[src/rtl/pport_regs.sv]
module pport_regs (
  input  logic       clk,
  input  logic       rst_n,
  input  logic [1:0] bus_addr,
  input  logic       bus_wr,
  input  logic       bus_rd,
  input  logic [7:0] bus_wdata,
  output logic [7:0] bus_rdata,
  input  logic [7:0] pd_in,
  output logic [7:0] pd_out,
  output logic       pd_oe,
  input  logic       busy_pin,
  input  logic       nack_pin,
  input  logic       perror_pin,
  input  logic       select_pin,
  input  logic       nfault_pin,
  output logic       nstrobe_pin,
  output logic       nautofd_pin,
  output logic       ninit_pin,
  output logic       nselin_pin,
  output logic       irq
);

  localparam logic [1:0] A_DATA = 2'd0;
  localparam logic [1:0] A_STAT = 2'd1;
  localparam logic [1:0] A_CTRL = 2'd2;

  localparam int B_STB  = 0;
  localparam int B_AFD  = 1;
  localparam int B_INIT = 2;
  localparam int B_SEL  = 3;
  localparam int B_IEN  = 4;
  localparam int B_DIR  = 5;

  logic [7:0] data_q;
  logic [5:0] ctrl_q;
  logic [7:0] pd_s1, pd_s2;
  logic [4:0] st_s1, st_s2;
  logic       nack_s3;
  logic       irq_q;

  wire nack_rise = st_s2[3] & ~nack_s3;
  wire stat_rd   = bus_rd && (bus_addr == A_STAT);

  always_ff @(posedge clk or negedge rst_n) begin
    if (!rst_n) begin
      data_q <= '0;
      ctrl_q <= '0;
    end else if (bus_wr) begin
      if (bus_addr == A_DATA) data_q <= bus_wdata;
      if (bus_addr == A_CTRL) ctrl_q <= bus_wdata[5:0];
    end
  end

  always_ff @(posedge clk or negedge rst_n) begin
    if (!rst_n) begin
      pd_s1   <= '0;
      pd_s2   <= '0;
      st_s1   <= '0;
      st_s2   <= '0;
      nack_s3 <= 1'b0;
    end else begin
      pd_s1   <= pd_in;
      pd_s2   <= pd_s1;
      st_s1   <= {busy_pin, nack_pin, perror_pin, select_pin, nfault_pin};
      st_s2   <= st_s1;
      nack_s3 <= st_s2[3];
    end
  end

  always_ff @(posedge clk or negedge rst_n) begin
    if (!rst_n)                          irq_q <= 1'b0;
    else if (ctrl_q[B_IEN] && nack_rise) irq_q <= 1'b1;
    else if (stat_rd)                    irq_q <= 1'b0;
  end

  always_comb begin
    case (bus_addr)
      A_DATA:  bus_rdata = pd_s2;
      A_STAT:  bus_rdata = {~st_s2[4], st_s2[3:0], 3'b000};
      A_CTRL:  bus_rdata = {2'b00, ctrl_q};
      default: bus_rdata = 8'h00;
    endcase
  end

  assign pd_out      = data_q;
  assign pd_oe       = ~ctrl_q[B_DIR];
  assign nstrobe_pin = ~ctrl_q[B_STB];
  assign nautofd_pin = ~ctrl_q[B_AFD];
  assign ninit_pin   =  ctrl_q[B_INIT];
  assign nselin_pin  = ~ctrl_q[B_SEL];
  assign irq         = irq_q;

  p_data_wr_r2: assert property (@(posedge clk) disable iff (!rst_n)
    bus_wr && bus_addr == A_DATA |=> pd_out == $past(bus_wdata));

  p_dir_wr_r3: assert property (@(posedge clk) disable iff (!rst_n)
    bus_wr && bus_addr == A_CTRL |=> pd_oe == !$past(bus_wdata[5]));

  p_strobe_wr_r4: assert property (@(posedge clk) disable iff (!rst_n)
    bus_wr && bus_addr == A_CTRL |=> nstrobe_pin == !$past(bus_wdata[0]));

  p_reserved_r6: assert property (@(posedge clk) disable iff (!rst_n)
    bus_addr == A_STAT |-> bus_rdata[2:0] == 3'b000);

  p_ignored_wr_r7: assert property (@(posedge clk) disable iff (!rst_n)
    bus_wr && bus_addr[0] |=> $stable(pd_out) && $stable(pd_oe) && $stable(nselin_pin));

  p_irq_gate_r8: assert property (@(posedge clk) disable iff (!rst_n)
    $rose(irq) |-> $past(nack_rise));

  p_irq_clear_r9: assert property (@(posedge clk) disable iff (!rst_n)
    stat_rd && !nack_rise |=> !irq);

endmodule

[config.mk]
export PLATFORM = sky130hd
export DESIGN_NAME = pport_regs
export DESIGN_NICKNAME = d
export VERILOG_FILES = /design/src/rtl/pport_regs.sv
export SDC_FILE = /design/constraint.sdc
export NUM_CORES = 1
export LEC_CHECK = 0
export ABC_AREA = 1
export BUFFER_PORTS_ARGS = -buffer_cell sky130_fd_sc_hd__buf_2
export CAP_MARGIN = 10
export CORE_ASPECT_RATIO = 0.75
export CORE_UTILIZATION = 30
export DETAILED_ROUTE_END_ITERATION = 12
export PLACE_DENSITY = 0.64
export RECOVER_POWER = 100
export SYNTH_ARGS = -nofsm -noshare
export SYNTH_HDL_FRONTEND = slang
export SYNTH_SLANG_ARGS = --single-unit
[constraint.sdc]
create_clock -name clk -period 0.85 [get_ports clk]
set_clock_uncertainty 0.2 [all_clocks]
set_input_delay 0 -clock clk [delete_from_list [all_inputs] [get_ports clk]]
set_output_delay 0 -clock clk [all_outputs]
set_load 0.02 [all_outputs]
==> reports/metrics.cfg <==
[status]
outcome = finished, violations left
violations = negative hold slack, negative setup slack

[sta]
max_freq_mhz = 828
setup_viol = 29
period_share_pct = 142
holdWs_ns = -0.204
slew_viol_final = 0
tightest_slew_ns = 0.311
setup_slack_ns = -0.358
min_period_ns = 1.21
setup_tns_ns = -5.96
hold_viol_final = 25
rsz0062_at_grt = true
slew_headroom_pct = 79.3

[routing]
via_per_inst = 4.34
drt_pass1_iterations = 4
ant_nets = 0
first_iter_violations = 26
avgRoutedWirePerCell_um = 11.8
wl_mm = 3.28
num_vias = 1203
route.detailed.drc = 0

[clock_tree]
cts_buffers = 5
root_buffer = clkbuf_8
cts_sinks = 42
path_clk_slew_ns = 0.08
cts-htree-levels = 2
cts_tree = yes
clock_path_buffers = 2
clk_latency_ns = 0.29
cts_hold_buf = 23

[logic_synthesis]
yosysWarnings = 0
synthCells = 129
yosysSeqAreaShare_pct = 72.2
synth.area.top_cells = dfrtp_1, nand2_1, nand3_1, nand4_1, buf_6
synth_edf_count = 0
syn-num-nets = 156
synth_area_um2 = 1460
synth_flop_cell = dfrtp_1
synth_common_cells = dfrtp_1, nand2_1, nand3_1
yosysTopAreaCell = dfrtp_1
yosys.area.top_type_share_pct = 72.2
ys_async_sr_fraction_pct = 100
synth_seq_cells = 42
synth_cell_types = 12
syn_area_per_cell_um2 = 11.3

[min_path]
hp-class = input pin to flip-flop

[die]
top_level_ports = 49
rows = 21
dieArea_um2 = 5140
fp.dieH_um = 62.3
core_um2 = 4570
die_w_um = 82.5
start_util_pct = 31.9

[setup_path]
path_max_fanout = 3
crit_arrival_ns = 1.01
endpoint_kind = primary output
critPathKind = flip-flop to primary output
critPathLaunchType = flip-flop
crit_required_ns = 0.65

[cells_and_area]
drive_above_1_share_pct = 49.1
diodes = 0
fillers = 404
utilization_pct = 54.6
nNetsFinal = 246
final_cells = 277
syn2layout_area_growth_pct = 71.3

[place]
port_buffers = 48
dp.cells = 242
gp_congestion = 0.771
pre_cts_ws_ns = -0.150
dp_hpwl_mm = 2.14

[pwr]
switching_share_pct = 25.1
seqPwrFrac_pct = 44.0
power_frac_comb_pct = 20.7
vdd_ir_drop_max_mv = 1.23
powerDensity_nw_per_um2 = 2100
leakage_nw = 1.22
p_clk_share_pct = 35.3
p_int_mw = 3.93
switchingPower_mw = 1.32

[grt]
grt_max_degree = 17
grt_antenna_before_repair = 0
grt_pass1_wl_mm = 5.46
grt-ovfl-total = 0
track_usage_pct = 14.5
grt_pass1_vias = 1271

[run]
max-cap-violations = 0

==> stage by stage <==
step | power, mW | instance area [um^2]
final | 5.25 | 2490
after global routing | 5.52 | 2490
after CTS | 5.30 | 2480
after detailed placement | 3.08 | 1910
after global placement | 3.07 | 1910
after floorplan | 2.72 | 1500
==> cell usage in the layout (no fill, tap or decap), types with 2 or more instances in the layout <==
master | Yosys | layout
nand2_1 | 42 | 35
dfrtp_1 | 42 | 32
buf_6 | 2 | 26
buf_2 | 3 | 25
dlygate4sd3_1 | 0 | 23
nand3_1 | 21 | 12
buf_4 | 0 | 12
dfrtp_2 | 0 | 10
nand3_2 | 0 | 9
nand2_2 | 1 | 8
nand4_1 | 6 | 6
clkbuf_8 | 0 | 5
inv_2 | 0 | 3
inv_1 | 6 | 3
o21ai_4 | 0 | 2
bufinv_16 | 0 | 2
==> state kept, by name (all words and copies together) (netlist names) <==
| name | flops |
|---|---|
| pd_out | 8 |
| ctrl_q | 6 |
| pd_s2 | 8 |
| st_s2 | 5 |
| nack_s3 | 1 |
| st_s1 | 5 |
| irq | 1 |
| pd_s1 | 8 |
==> final timing paths <==
kind | from | to | slack, ns | cells past startpoint
min in group asynchronous | rst_n | pd_s1[2]$_DFF_PN0_ | -0.07 | 2
worst max-delay path | ctrl_q[5]$_DFFE_PN0P_ | pd_oe | -0.36 | 3
max in group asynchronous | rst_n | ctrl_q[2]$_DFFE_PN0P_ | 0.07 | 3
worst min-delay path | bus_wr | pd_out[5]$_DFFE_PN0P_ | -0.20 | 3
worst max register to register | ctrl_q[4]$_DFFE_PN0P_ | irq$_DFFE_PN0P_ | -0.12 | 3
worst min register to register | pd_s1[0]$_DFF_PN0_ | pd_s2[0]$_DFF_PN0_ | 0.15 | 0
==> metal layers <==
layer | GRT usage (%) | routed length [um] | vias to the layer above
li1 | - | - | 594
met1 | 15.9 | 1360 | 573
met2 | 25.2 | 1730 | 36
met3 | 7.50 | 185 | 0
met4 | 1.97 | 0 | 0
met5 | 0 | 0 | -
==> critical path, cell delays in order, from the launching register on <==
cell and delay, ns:
dfrtp_1 0.42, buf_4 0.15, inv_2 0.04, buf_6 0.10
==> timing repair <==
action | 4_1_cts | 5_1_grt
gates resized for setup | 56 | 8
pin swaps | 12 | 3
setup buffers | 3 | 2
endpoints found under the hold margin | 70 | 23
endpoints found under the setup margin | 24 | 35
==> power by group through the flow <==
stage	combinational (mW)	clock, mW	sequential [mW]
finish	1.08	1.86	2.31
detailed placement	0.764	0	2.32
global placement	0.755	0	2.32
global route	1.18	2.00	2.34
CTS	1.08	1.91	2.31
floorplan	0.307	0	2.41
==> final cells by class <==
cell class | instances | area [um^2] | share of cell area [%]
clock inverters | 3 | 68.8 | 2.76
flip-flops and latches | 42 | 1060 | 42.6
inverters | 6 | 22.5 | 0.903
repair buffers | 89 | 771 | 30.9
multi-input cells | 75 | 429 | 17.2
well taps | 57 | 71.3 | 2.86
clock buffers | 5 | 68.8 | 2.76
==> kinds of logic after synthesis <==
group                  after synthesis  share of synthesized area [%]
flip-flops                          42                           72.2
AO/OA/AOI/OAI                        3                           1.03
buffers and inverters               12                           4.47
AND/OR/NAND/NOR                     72                           22.3
Power figures use the tool's default switching activity.
